===== config.mk =====
export PLATFORM = sky130hd
export DESIGN_NAME = trc_stim_ctrl
export DESIGN_NICKNAME = d
export VERILOG_FILES = /design/src/rtl/trc_pkg.sv /design/src/rtl/trc_decode.sv /design/src/rtl/trc_cfg.sv /design/src/rtl/trc_out.sv /design/src/rtl/trc_stim_ctrl.sv
export SDC_FILE = /design/constraint.sdc
export NUM_CORES = 1
export LEC_CHECK = 0
export BUFFER_PORTS_ARGS = -buffer_cell sky130_fd_sc_hd__clkbuf_2
export CORE_MARGIN = 2
export CORE_UTILIZATION = 35
export DETAILED_ROUTE_END_ITERATION = 16
export GPL_ROUTABILITY_DRIVEN = 0
export GPL_TIMING_DRIVEN = 0
export SLEW_MARGIN = 20
export SYNTH_ARGS = -nofsm -noshare
export SYNTH_HDL_FRONTEND = slang
export SYNTH_SLANG_ARGS = --single-unit

===== constraint.sdc =====
create_clock -name clk -period 4.74 [get_ports clk]
set_input_delay 0.474 -clock clk [delete_from_list [all_inputs] [get_ports clk]]
set_output_delay 0.474 -clock clk [all_outputs]
set_load 0.005 [all_outputs]

===== src/rtl/trc_pkg.sv =====
package trc_pkg;
  localparam int unsigned NPORTS  = 32;
  localparam int unsigned GROUP   = 8;
  localparam int unsigned DATA_W  = 32;
  localparam int unsigned ADDR_W  = 12;
  localparam int unsigned PORT_W  = $clog2(NPORTS);

  typedef enum logic [2:0] {
    TGT_NONE,
    TGT_STIM,
    TGT_EN,
    TGT_PRIV,
    TGT_CTRL
  } tgt_e;
endpackage


===== src/rtl/trc_decode.sv =====
module trc_decode
  import trc_pkg::*;
#(
  parameter int unsigned AW = ADDR_W,
  parameter int unsigned PW = PORT_W,
  parameter logic [AW-1:0] EN_ADDR   = 'h100,
  parameter logic [AW-1:0] PRIV_ADDR = 'h140,
  parameter logic [AW-1:0] CTRL_ADDR = 'h180
) (
  input  logic [AW-1:0] addr,
  output tgt_e          tgt,
  output logic [PW-1:0] port
);
  logic [AW-1:0] word_addr;

  assign word_addr = {addr[AW-1:2], 2'b00};
  assign port      = addr[PW+1:2];

  always_comb begin
    tgt = TGT_NONE;
    if (addr[AW-1:PW+2] == '0) begin
      tgt = TGT_STIM;
    end else begin
      if (word_addr == EN_ADDR)   tgt = TGT_EN;
      if (word_addr == PRIV_ADDR) tgt = TGT_PRIV;
      if (word_addr == CTRL_ADDR) tgt = TGT_CTRL;
    end
  end
endmodule


===== src/rtl/trc_cfg.sv =====
module trc_cfg
  import trc_pkg::*;
#(
  parameter int unsigned NP = NPORTS,
  parameter int unsigned GS = GROUP,
  parameter int unsigned DW = DATA_W,
  localparam int unsigned PW = $clog2(NP),
  localparam int unsigned NG = NP / GS,
  localparam int unsigned GSH = $clog2(GS)
) (
  input  logic          clk,
  input  logic          rst_n,
  input  logic          wr_stb,
  input  logic          priv,
  input  tgt_e          tgt,
  input  logic [PW-1:0] port,
  input  logic [DW-1:0] wdata,
  output logic          stim_ok,
  output logic          glob_en,
  output logic [DW-1:0] cfg_rdata
);
  logic [NP-1:0] en_q, en_d, en_vis;
  logic [NG-1:0] lock_q, lock_d;
  logic          gen_q, gen_d;
  logic          cfg_wr, en_we, lock_we, gen_we;
  logic [PW-GSH-1:0] grp;

  assign cfg_wr  = wr_stb && priv;
  assign en_we   = cfg_wr && (tgt == TGT_EN);
  assign lock_we = cfg_wr && (tgt == TGT_PRIV);
  assign gen_we  = cfg_wr && (tgt == TGT_CTRL);

  always_comb begin
    en_d   = wdata[NP-1:0];
    lock_d = wdata[NG-1:0];
    gen_d  = wdata[0];
  end

  always_ff @(posedge clk or negedge rst_n) begin
    if (!rst_n) begin
      en_q   <= '0;
      lock_q <= '0;
      gen_q  <= 1'b0;
    end else begin
      if (en_we)   en_q   <= en_d;
      if (lock_we) lock_q <= lock_d;
      if (gen_we)  gen_q  <= gen_d;
    end
  end

  assign grp     = port[PW-1:GSH];
  assign stim_ok = gen_q && en_q[port] && (priv || !lock_q[grp]);
  assign glob_en = gen_q;

  for (genvar g = 0; g < NG; g++) begin : g_vis
    assign en_vis[g*GS +: GS] = (priv || !lock_q[g]) ? en_q[g*GS +: GS] : '0;
  end

  always_comb begin
    cfg_rdata = '0;
    case (tgt)
      TGT_EN:   cfg_rdata[NP-1:0] = en_vis;
      TGT_PRIV: cfg_rdata[NG-1:0] = lock_q;
      TGT_CTRL: cfg_rdata[0]      = gen_q;
      default:  cfg_rdata         = '0;
    endcase
  end

  // unprivileged writes leave all configuration state untouched
  p_cfg_lock_r8: assert property (@(posedge clk) disable iff (!rst_n)
    (wr_stb && !priv) |=> ($stable(en_q) && $stable(lock_q) && $stable(gen_q)));
endmodule


===== src/rtl/trc_out.sv =====
module trc_out
  import trc_pkg::*;
#(
  parameter int unsigned PW = PORT_W,
  parameter int unsigned DW = DATA_W
) (
  input  logic          clk,
  input  logic          rst_n,
  input  logic          push,
  input  logic [PW-1:0] push_port,
  input  logic [DW-1:0] push_data,
  input  logic          q_ready,
  output logic          q_valid,
  output logic [PW-1:0] q_port,
  output logic [DW-1:0] q_data,
  output logic          can_take
);
  logic          v_q, v_d, load;
  logic [PW-1:0] port_q;
  logic [DW-1:0] data_q;

  assign can_take = !v_q || q_ready;
  assign load     = push && can_take;

  always_comb begin
    v_d = v_q;
    if (load)         v_d = 1'b1;
    else if (q_ready) v_d = 1'b0;
  end

  always_ff @(posedge clk or negedge rst_n) begin
    if (!rst_n) begin
      v_q    <= 1'b0;
      port_q <= '0;
      data_q <= '0;
    end else begin
      v_q <= v_d;
      if (load) begin
        port_q <= push_port;
        data_q <= push_data;
      end
    end
  end

  assign q_valid = v_q;
  assign q_port  = port_q;
  assign q_data  = data_q;

  // a held entry stays put until the queue takes it
  p_hold_r9: assert property (@(posedge clk) disable iff (!rst_n)
    (q_valid && !q_ready) |=> (q_valid && $stable(q_port) && $stable(q_data)));
endmodule


===== src/rtl/trc_stim_ctrl.sv =====
module trc_stim_ctrl
  import trc_pkg::*;
#(
  parameter int unsigned NP = NPORTS,
  parameter int unsigned GS = GROUP,
  parameter int unsigned DW = DATA_W,
  parameter int unsigned AW = ADDR_W,
  localparam int unsigned PW = $clog2(NP)
) (
  input  logic          clk,
  input  logic          rst_n,
  input  logic          bus_sel,
  input  logic          bus_wr,
  input  logic          bus_priv,
  input  logic [AW-1:0] bus_addr,
  input  logic [DW-1:0] bus_wdata,
  output logic [DW-1:0] bus_rdata,
  output logic          bus_wait,
  output logic          q_valid,
  input  logic          q_ready,
  output logic [PW-1:0] q_port,
  output logic [DW-1:0] q_data
);
  logic [1:0]    rst_sync;
  logic          rst_int_n;
  tgt_e          tgt;
  logic [PW-1:0] port;
  logic          wr_stb, stim_ok, glob_en, push, can_take;
  logic [DW-1:0] cfg_rdata;

  always_ff @(posedge clk or negedge rst_n) begin
    if (!rst_n) rst_sync <= 2'b00;
    else        rst_sync <= {rst_sync[0], 1'b1};
  end
  assign rst_int_n = rst_sync[1];

  trc_decode #(.AW(AW), .PW(PW)) u_dec (
    .addr (bus_addr),
    .tgt  (tgt),
    .port (port)
  );

  assign wr_stb = bus_sel && bus_wr;

  trc_cfg #(.NP(NP), .GS(GS), .DW(DW)) u_cfg (
    .clk       (clk),
    .rst_n     (rst_int_n),
    .wr_stb    (wr_stb),
    .priv      (bus_priv),
    .tgt       (tgt),
    .port      (port),
    .wdata     (bus_wdata),
    .stim_ok   (stim_ok),
    .glob_en   (glob_en),
    .cfg_rdata (cfg_rdata)
  );

  assign push     = wr_stb && (tgt == TGT_STIM) && stim_ok;
  assign bus_wait = push && !can_take;

  trc_out #(.PW(PW), .DW(DW)) u_out (
    .clk       (clk),
    .rst_n     (rst_int_n),
    .push      (push),
    .push_port (port),
    .push_data (bus_wdata),
    .q_ready   (q_ready),
    .q_valid   (q_valid),
    .q_port    (q_port),
    .q_data    (q_data),
    .can_take  (can_take)
  );

  always_comb begin
    bus_rdata = '0;
    if (bus_sel && !bus_wr) begin
      if (tgt == TGT_STIM) bus_rdata[0] = can_take;
      else                 bus_rdata    = cfg_rdata;
    end
  end

  // a stall only happens while an entry is pending and not taken
  p_wait_full_r9: assert property (@(posedge clk) disable iff (!rst_int_n)
    bus_wait |-> (bus_sel && bus_wr && q_valid && !q_ready));

  // master-disabled writes never stall
  p_gdis_nowait_r4: assert property (@(posedge clk) disable iff (!rst_int_n)
    (wr_stb && !glob_en) |-> !bus_wait);

  // stimulus reads return only the ready flag
  p_stim_read_r6: assert property (@(posedge clk) disable iff (!rst_int_n)
    (bus_sel && !bus_wr && tgt == TGT_STIM) |->
      (bus_rdata[DW-1:1] == '0 && bus_rdata[0] == (!q_valid || q_ready)));
endmodule


* After elaboration in Yosys (flattened, before gate mapping)
Index checks and enable logic that the tools add are counted.
Operators by class: $lt $le $gt $ge 2, reductions and logical operators 28, equal/unequal tests 7, muxes and demuxes 20
Operators by type and width (number):
- 32-bit two-way mux | 1
- 8-bit two-way mux | 4
- 31-bit two-way mux | 1
- 10-bit by 7-bit == test with 1-bit output, second input constant | 3
- 28-bit two-way mux | 1
- 1-bit logical AND | 12
- 1-bit zero test | 8
- 3-bit by 2-bit == test with 1-bit output, second input constant | 2
- 1-bit logical OR | 6
- 5-bit by 6-bit less-than comparator with 1-bit output, second input constant | 1
- 3-bit two-way mux | 2
- 3-bit one-hot mux with 2 select lines | 1
- 1-bit binary-select mux with 5-bit select | 1
- 5-bit zero test | 1
- 1-bit two-way mux | 5
- 2-bit two-way mux | 2
- 3-bit by 1-bit == test with 1-bit output, second input constant | 1
- 3-bit == test, second input constant | 1
- 2-bit by 3-bit less-than comparator with 1-bit output, second input constant | 1
- 1-bit one-hot mux with 3 select lines | 1
- 1-bit binary-select mux with 2-bit select | 1
- 2-bit nonzero test | 1
Word-level totals: output and inout port bits 71, register bits after elaboration 77, logic and storage cells 64, input port bits 50

* Depth between registers and ports, before layout
Gate-level depths: netlist (run 1).
word-level depth 10, mapped depth 7, depth with buffers taken out 5

* Cells and area by module
Synthesis (run 1) repeated with hierarchy kept, for this count alone.
Unflattened totals: cells, all modules 288, area total of the unflattened synthesis 4075.2 µm²
Modules (own cells, without submodules):
- trc_cfg | area an instance 1985.7 µm², seq. area each 925.9 µm², instances 1, cells an instance 146
- trc_out | area an instance 1572.8 µm², seq. area each 950.9 µm², instances 1, cells an instance 81
- trc_stim_ctrl | area an instance 409.1 µm², seq. area each 50.0 µm², instances 1, cells an instance 48
- trc_decode | area an instance 107.6 µm², seq. area each 0.0 µm², instances 1, cells an instance 13

* Least setup slack after synthesis (run 1)
Ideal clock, no wire load.
kind input to output, start in bus_addr[2], end out bus_rdata[0], arrival 2.007 ns, path slack 2.259 ns, stages 6, required time 4.266 ns, path buffers 1, cell sequence buf_4 -> nor4_1 -> nand2_1 -> or4b_2 -> o2bb2ai_1 -> and2_1
On the way: word-level cells in the longest chain between the ends 9, elaborated cells on any way between the ends 14, classes of those cells eq/ne: 7; mux: 7
Ends and longest elaborated chain:
- start: declaration | RTL line trc_stim_ctrl.sv:15 | input logic [AW-1:0] bus_addr,
- 10-bit by 7-bit == test with 1-bit output | RTL line trc_decode.sv:24 | if (word_addr == EN_ADDR) tgt = TGT_EN;
- 2-bit two-way mux | RTL line trc_decode.sv:24
- 2-bit two-way mux | RTL line trc_decode.sv:25 | if (word_addr == PRIV_ADDR) tgt = TGT_PRIV;
- 3-bit two-way mux (*) | RTL line trc_decode.sv:26 | if (word_addr == CTRL_ADDR) tgt = TGT_CTRL;
- 3-bit two-way mux (*) | RTL line trc_decode.sv:21 | if (addr[AW-1:PW+2] == '0) begin
- 3-bit == test / 3-bit by 2-bit == test with 1-bit output (equally long branches) | RTL line trc_cfg.sv:61 | case (tgt)
- 1-bit one-hot mux with 3 select lines | RTL line trc_cfg.sv:61
- 1-bit two-way mux (*) | RTL line trc_stim_ctrl.sv:77 | if (tgt == TGT_STIM) bus_rdata[0] = can_take;
- 32-bit two-way mux (*) | RTL line trc_stim_ctrl.sv:76 | if (bus_sel && !bus_wr) begin
- end: declaration | RTL line trc_stim_ctrl.sv:17 | output logic [DW-1:0] bus_rdata,
Mark *: on every way between the ends. The rest lies on a longest branch, timed or not.

* Final worst setup path (run 1)
start in bus_addr[4], end out bus_rdata[10]
On the way: word-level cells in the longest chain between the ends 9, elaborated cells on any way between the ends 12, classes of those cells eq/ne: 5; mux: 7
Ends and longest elaborated chain (RTL line):
- 10-bit by 7-bit == test with 1-bit output | trc_decode.sv:24
- 2-bit two-way mux | trc_decode.sv:24
- 2-bit two-way mux | trc_decode.sv:25
- 3-bit two-way mux (*) | trc_decode.sv:26
- 3-bit two-way mux (*) | trc_decode.sv:21
- 3-bit by 2-bit == test with 1-bit output | trc_cfg.sv:61
- 28-bit two-way mux | trc_cfg.sv:61
- 31-bit two-way mux (*) | trc_stim_ctrl.sv:77
- 32-bit two-way mux (*) | trc_stim_ctrl.sv:76
Marks and branches as above.

==> results of run 1 <==
[power by group]
| group | internal, W | leakage [nW] | switching (W) |
|---|---|---|---|
| combinational | 0.0000260 | 1.25 | 0.0000320 |
| sequential | 0.000659 | 1.07 | 0.00000688 |
| clock | 0.000241 | 0.0894 | 0.000242 |
| total | 0.000926 | 2.41 | 0.000281 |
[synth_stat cells (all sizes together)]
cell,n
nor4,3
a21oi,7
mux2,75
nor2b,2
o21ai,1
a22oi,1
o2bb2ai,1
or4b,1
o2111ai,1
nor3,1
nor2,8
or2,2
clkbuf,2
nand2,6
o221ai,1
mux4,8
mux2i,5
inv,3
dfrtp,77
nand2b,4
or3,1
nand4,1
nand4b,1
nand3,1
buf,9
a31o,1
o211ai,1
a211oi,1
conb,1
o22ai,1
and2,29
[flip-flops by register name, indices dropped and copies added, names as in the netlist]
signal and count:
u_out.q_data 32, u_cfg.lock_q 4, u_out.q_valid 1, u_out.q_port 5
u_cfg.glob_en 1, u_cfg.en_q 32, rst_sync 2
[cells by family (layout without fill, tap and decap cells)]
logic type	after synthesis	in the layout	share of synthesized area
compound gates	16	16	0.03538
buf+inv	14	146	0.02522
flops	77	77	0.5394
mux	88	88	0.3009
other cells	1	1	0.001050
simple gates	60	60	0.09807
[stage by stage]
step                      instance area, µm²  power (W)    util
after floorplan                         3572  0.0007012       -
after global placement                  4314  0.0007343  0.4393
after detailed placement                4338  0.0007381  0.4418
after CTS                               4531   0.001225  0.4614
after global routing                    4531   0.001265  0.4614
final                                   4531   0.001207  0.4614
[layout make-up]
type / count / area [µm²] / share of cell area
clock buffer: 11 / 131.4 / 0.02900
inverter: 3 / 11.26 / 0.002485
buffer: 11 / 78.83 / 0.01740
timing repair buffer: 117 / 605.6 / 0.1337
tap: 133 / 166.4 / 0.03673
clock inverter: 4 / 51.30 / 0.01132
multi-input combinational: 165 / 1555 / 0.3433
sequential: 77 / 1931 / 0.4261
[worst max-delay path: cells and delay by family]
| kind | cells | cell delay [ns] |
|---|---|---|
| AO/OA/AOI/OAI | 1 | 0.49 |
| buffers and inverters | 3 | 0.39 |
| AND/OR/NAND/NOR | 4 | 1.23 |
[how the worst max path moves through the flow]
stage | startpoint | end | cells after the start
after floorplan | bus_addr[2] | bus_rdata[0] | 6
after global placement | rst_sync[1] | u_out.q_data[1] | 0
after detailed placement | bus_addr[4] | bus_rdata[13] | 8
after CTS | bus_addr[4] | bus_rdata[13] | 8
after global routing | bus_addr[4] | bus_rdata[10] | 8
final | bus_addr[4] | bus_rdata[10] | 8
[layer usage]
metal / vias to the layer above / part of all wire
li1: 1168 / -
met1: 1278 / 0.44
met2: 83 / 0.48
met3: 17 / 0.058
met4: 0 / 0.020
met5: - / 0
==> run metrics, run 1 <==
reg2reg end u_out.q_data[16]; Synth area leader dfrtp_1; Die Area 0.01103 mm²; yosys warns 0; CTS tree built; clk sinks 77; I/O Pins ~120; GR peak layer met2; Yosys cell types 35; placed insts a little over 500; Mean Syn Cell Area roughly 14 µm²; Leak Pwr 2.409 nW; Nets approximately 430; Slew HR 0.5015; critical path arrival 2.60 ns; setup repair after global routing missed its margin false; WP data required roughly 4.3 ns; fmax approximately 320 MHz; Root Buffer clkbuf_8; Clock Latency Late Sink around 0.35 ns; max incr delay on CP 0.49 ns; Tmin final ~3.1 ns; CP most frequent cell clkbuf_2; number of global-route vias before repair between 2000 and 3000; Synth Instances between 200 and 300; smallest hold slack 0.2908 ns; final instance count without filler cells between 500 and 600; Max FO, Critical Path 10; cell area after synthesis 0.003572 mm²; total track usage 0.1587; die width 105.0 µm; R2R Setup Slk approximately 2.3 ns; worst reg2reg startpoint u_cfg.en_q[12]; antenna viol nets, final 0; n_diodes 0; status finished clean; total CTS buffers 9; Post-Route WL between 8 and 9 mm; most common cell after layout, fill and taps aside clkbuf_2; sequential fraction of the synthesis area 0.5394; Clock Skew about 0.013 ns; layout cell share with drive strength beyond 1 0.5876; crit end category output pin; CP Launch Type input port; Synthesized Nets between 300 and 400; gr ovfl total 0; Max Slew Vio Count 0; Setup CP Type in2out; most frequent cells in the layout clkbuf_2 (115), dfrtp_1 (76), mux2_2 (74), and2_1 (29), clkbuf_8 (9); slowest CP cell a21oi_1; Initial Utilization 0.3638; GR Util met2 0.2449; setup ws final roughly 1.7 ns; Core ar. between 0.009 and 0.01 mm²; first-pass GRT wire length about 14 mm; max capacitance violation total 0; met1 usage 0.2094; synth top area cells dfrtp_1 (54%), mux2_2 (23%), and2_1 (5.1%); CTS Hold Buffers Added 1; Iteration-0 DRC Markers 90; cell-by-cell trace of the critical path clkbuf_2 -> buf_4 -> nor4_1 -> nand4_1 -> or2_2 -> a21oi_1 -> and2_1 -> clkbuf_2; CTS Buffer Depth 2; Setup Slack @ Placement 1.643 ns; CTS H-Tree Depth 3; Die Span Y around 110 µm; setup tns final 0 ns; hpwl dp roughly 6.3 mm; worst reg2reg path depth 6; clock-pin slew on the worst setup and hold paths 0.08 ns; Vias 2546; Worst-Margin Slew about 0.74 ns; initial antenna violation count 0; WL/cell ~16 µm; # fillers roughly 1000; fin crit share 0.6492; total iterations of the first detailed-routing run 5; synthesis-to-finish area growth 26.83%; met3 usage 0.04117; final hold vios 0; Worst VDD drop roughly 0.00014 V; pin count of the biggest net entering global routing 42; via/cell ratio about 4.9; Hold WC Path Type reg2async; #FFs+latches synth slightly below 80; PD cells about 270 mW/mm²; cts repair resizes 0; post-synth top area share 0.5394; I/O Buffers between 100 and 150; # rows 36; number of remaining DRC errors 0; post-CTS setup buffers 0; Finish-stage setup viols 0
Power figures use the tool's default switching activity.
==> inputs of run 2 (changes only) <==
==> constraint.sdc (replaced) <==
create_clock -name clk -period 2.6 [get_ports clk]
set_input_delay 0.26 -clock clk [delete_from_list [all_inputs] [get_ports clk]]
set_output_delay 0.26 -clock clk [all_outputs]
set_load 0.005 [all_outputs]
==> run metrics, run 2 (same netlist as run 1, synthesis figures left out) <==
WP data required 2.34 ns; combined area of the multi-input logic cells 0.001567 mm²; die width between 100 and 150 µm; total track usage 0.1587; Worst VDD drop between 0.0002 and 0.0003 V; I/O Pins 121; Clock Latency Late Sink between 0.3 and 0.4 ns; Hold WC Path Type in2reg; # fillers about 1000; WL/cell 16.23 µm; Max FO, Critical Path 10; Iteration-0 DRC Markers 78; initial antenna violation count 0; smallest hold slack 0.1564 ns; PD cells 483.9 mW/mm²; fmax between 400 and 500 MHz; hpwl dp roughly 6.3 mm; CTS H-Tree Depth 3; Sw Pwr around 0.00051 W; Comb power frac 0.048; max capacitance violation total 0; GR Util met2 0.2449; CTS Buffer Depth 2; Setup Slack @ Placement -0.1269 ns; antenna viol nets, final 0; Sw Share 0.2319; clock-pin slew on the worst setup and hold paths about 0.090 ns; Int Power 0.001688 W; Tmin final around 2.5 ns; max incr delay on CP roughly 0.65 ns; CP Launch Type input port; Slew HR 0.5066; Max Slew Vio Count 0; crit end category output pin; gr ovfl total 0; most frequent cells in the layout clkbuf_2 (115), dfrtp_1 (76), mux2_2 (74), and2_1 (29), clkbuf_8 (9); I/O Buffers about 120; synthesis-to-finish area growth 27.15%; fin util 0.4625; final hold vios 0; Clock Skew between 0.01 and 0.015 ns; CP most frequent cell clkbuf_2; Sequential Area around 0.0019 mm²; first-pass GRT wire length 13.62 mm; clock power share 0.399; Nets 434; Worst-Margin Slew ~0.73 ns; GR peak layer met2; met3 usage 0.04117; setup ws final between 0.1 and 0.15 ns; number of global-route vias before repair 2557; critical path arrival 2.22 ns; status finished clean; Leak Pwr approximately 2.4 nW; n_diodes 0; slowest CP cell or4b_2; Die Span Y 105.0 µm; Post-Route WL roughly 8.5 mm; Core ar. just under 0.01 mm²; total iterations of the first detailed-routing run 4; pin count of the biggest net entering global routing 42; most common cell after layout, fill and taps aside clkbuf_2; met1 usage 0.2094; total CTS buffers 9; CTS tree built; Vias 2529; Die Area 0.01103 mm²; Setup CP Type in2out; Finish-stage setup viols 0; Root Buffer clkbuf_8; cell-by-cell trace of the critical path clkbuf_2 -> buf_4 -> nor4_1 -> nand2_1 -> or4b_2 -> o2bb2ai_1 -> and2_1 -> clkbuf_2; fin crit share 0.9531; # rows 36; via/cell ratio between 4 and 5; clk sinks 77; layout cell share with drive strength beyond 1 0.5954; Design Power approximately 0.0022 W; Sequential Power Share 0.552; Initial Utilization 0.3638; number of remaining DRC errors 0
run 2: through the flow:
stage | cells | TNS, ns | instance area, µm²
floorplan | 256 | 0 | 3572
global placement | 504 | -50.83 | 4314
detailed placement | 505 | -3.663 | 4338
CTS | 521 | 0 | 4534
global route | 521 | -0.01775 | 4542
finish | 521 | 0 | 4542
run 2: worst max-delay path, delay by kind of cell:
family	cells	cell delay [ns]
and+or+nand+nor	4	1.41
buffers and inverters	3	0.39
AOI/OAI and AO/OA	1	0.16
run 2: area by class of cell:
class                      count  area share
tap                          133     0.03664
multi-input combinational    165      0.3449
clock inverter                 4     0.01129
clock buffer                  11     0.02893
sequential                    77      0.4251
timing repair buffer         117      0.1333
buffer                        11     0.01736
inverter                       3    0.002479
run 2: worst paths after layout:
check / cells past startpoint / slack [ns] / start / endpoint
worst max register to register: 6 / 0.20 / u_cfg.en_q[15] / u_out.q_data[16]
worst min register to register: 0 / 0.29 / rst_sync[1] / u_cfg.en_q[19]
min in group asynchronous: 2 / 0.23 / rst_n / rst_sync[1]
worst min-delay path: 2 / 0.16 / bus_wdata[30] / u_out.q_data[30]
max in group asynchronous: 1 / 1.73 / rst_sync[1] / u_cfg.en_q[0]
worst max-delay path: 8 / 0.12 / bus_addr[4] / bus_rdata[0]
run 2: per-layer routing:
| layer | vias to the layer above | wire, µm |
|---|---|---|
| met1 | 1268 | 3768 |
| met4 | 0 | 162 |
| met2 | 81 | 4053 |
| met5 | - | 0 |
| met3 | 15 | 472 |
| li1 | 1165 | - |
run 2: repair_timing:
item                       in CTS  in global routing
gates resized for setup         1                  2
hold buffers                    1                  0
hold endpoints to repair        2                  0
setup endpoints to repair       8                 12
setup buffers                   0                  0
run 2: power groups by stage:
stage	clock, W	sequential (W)	combinational, W
final	0.000878	0.00121	0.000107
after global routing	0.000971	0.00122	0.000118
after CTS	0.000909	0.00121	0.000109
after detailed placement	0	0.00124	0.000107
after global placement	0	0.00125	0.0000889
after floorplan	0	0.00124	0.0000358
==> inputs of run 3 (changes only) <==
--- a/config.mk
+++ b/config.mk
@@ -11,7 +11,8 @@
 export DETAILED_ROUTE_END_ITERATION = 16
 export GPL_ROUTABILITY_DRIVEN = 0
 export GPL_TIMING_DRIVEN = 0
-export SLEW_MARGIN = 20
+export RECOVER_POWER = 50
+export SLEW_MARGIN = 30
 export SYNTH_ARGS = -nofsm -noshare
 export SYNTH_HDL_FRONTEND = slang
 export SYNTH_SLANG_ARGS = --single-unit
==> run metrics, run 3 (same netlist as run 1, synthesis figures left out) <==
Die Area roughly 0.011 mm²; slowest CP cell or4b_2; Clock Skew around 0.013 ns; pin count of the biggest net entering global routing 42; CTS Buffer Depth 2; number of global-route vias before repair 2557; fin crit share 0.9545; CTS H-Tree Depth 3; synthesis-to-finish area growth 26.55%; CTS tree built; Clock Latency Late Sink 0.34 ns; Max FO, Critical Path 10; Post-Route WL about 8.5 mm; Crit path buffers/inverters 3; PD cells between 400 and 500 mW/mm²; Tmin final approximately 2.5 ns; Iteration-0 DRC Markers between 80 and 90; # fillers 1011; Critical Path Source bus_addr[4]; Root Buffer clkbuf_8; Slew HR 0.04420; Nets between 400 and 500; via/cell ratio roughly 4.8; Vias 2526; most frequent cells in the layout clkbuf_2 (101), dfrtp_1 (77), mux2_2 (74), and2_1 (29), clkbuf_1 (17); hpwl dp 6.347 mm; most common cell after layout, fill and taps aside clkbuf_2; total iterations of the first detailed-routing run 4; number of remaining DRC errors 0; status finished clean; worst reg2reg startpoint u_cfg.en_q[12]; # rows 36; layout cell share with drive strength beyond 1 0.5567; first-pass GRT wire length about 14 mm; crit end category output pin; Worst VDD drop 0.0002505 V; WL/cell 16.26 µm; Min-Delay Startpoint bus_wdata[30]; CP Launch Type input port; critical path arrival around 2.2 ns; antenna viol nets, final 0; Initial Utilization 0.3638; clock-pin slew on the worst setup and hold paths around 0.09 ns; clk sinks a little under 80; Post-Layout Inst Area between 0.004 and 0.005 mm²; Core ar. between 0.009 and 0.01 mm²; final hold vios 0; family with the most delay on the worst path simple AND/OR/NAND/NOR gates; max incr delay on CP 0.65 ns; Finish-stage setup viols 0; I/O Buffers around 120; area post-placement around 0.0043 mm²; total track usage 0.1587; total CTS buffers 9; WP data required approximately 2.3 ns; max capacitance violation total 0; setup tns final 0 ns; Die Span Y 105.0 µm; Setup CP Type in2out; n_diodes 0; Worst-Margin Slew 1.434 ns; initial antenna violation count 0; Max Slew Vio Count 0; CP most frequent cell clkbuf_2; die width about 110 µm; I/O Pins approximately 120; Hold WC Path Type in2reg; gr ovfl total 0; fmax about 400 MHz; cell-by-cell trace of the critical path clkbuf_2 -> buf_4 -> nor4_1 -> nand2_1 -> or4b_2 -> o2bb2ai_1 -> and2_1 -> clkbuf_2; Leak Pwr 2.360 nW
run 3: layout make-up:
cell class	count	area (µm²)	share of cell area
buffer	11	78.83	0.01744
clock buffer	11	131.4	0.02906
clock inverter	4	51.30	0.01135
inverter	3	11.26	0.002491
multi-input combinational	165	1567	0.3465
sequential	77	1927	0.4262
tap	133	166.4	0.03681
timing repair buffer	117	588.1	0.1301
run 3: where the power goes:
group / leakage (nW) / internal, W / switching [W]
Sequential: 1.07 / 0.00120 / 0.0000127
Combinational: 1.20 / 0.0000473 / 0.0000591
Clock: 0.0894 / 0.000440 / 0.000437
run 3: routing by layer:
| metal | track usage | vias to the layer above | part of all wire |
|---|---|---|---|
| met5 | 0 | - | 0 |
| met4 | 0.07143 | 0 | 0.018 |
| met3 | 0.04117 | 13 | 0.055 |
| met2 | 0.2449 | 80 | 0.48 |
| met1 | 0.2094 | 1270 | 0.44 |
| li1 | - | 1163 | - |
run 3: through the flow:
stage                       util  setup WS, ns  hold slack (ns)  total power (W)  std cells
after floorplan                -        0.2968         -0.03559         0.001278        256
after global placement    0.4393       -0.6088          0.04602         0.001339        504
after detailed placement  0.4418       -0.1269          0.04970         0.001346        505
after CTS                 0.4618       0.03986           0.1342         0.002233        521
after global routing      0.4604     -0.008938           0.1367         0.002306        521
final                     0.4604        0.1183           0.1578         0.002196        521
run 3: worst paths after layout:
check,end,slack (ns),depth (start not counted)
worst min-delay path,u_out.q_data[30],0.16,2
worst max register to register,u_out.q_data[18],0.21,6
min in group asynchronous,rst_sync[1],0.22,2
max in group asynchronous,u_cfg.en_q[0],1.12,1
worst max-delay path,bus_rdata[0],0.12,8
worst min register to register,rst_sync[1],0.35,0
run 3: worst register-to-register path, delay by kind of cell, from the launching register on:
family / cells / cell delay (ns)
multiplexers: 4 / 1.16
buffers and inverters: 1 / 0.24
AO/OA/AOI/OAI: 1 / 0.47
flip-flops: 1 / 0.40
run 3: timing repair:
action                                 CTS  global route
hold buffers                             1             0
buffers inserted                         0             0
endpoints found under the hold margin    2             0
resized for setup                        1             2
setup endpoints to repair                8            12
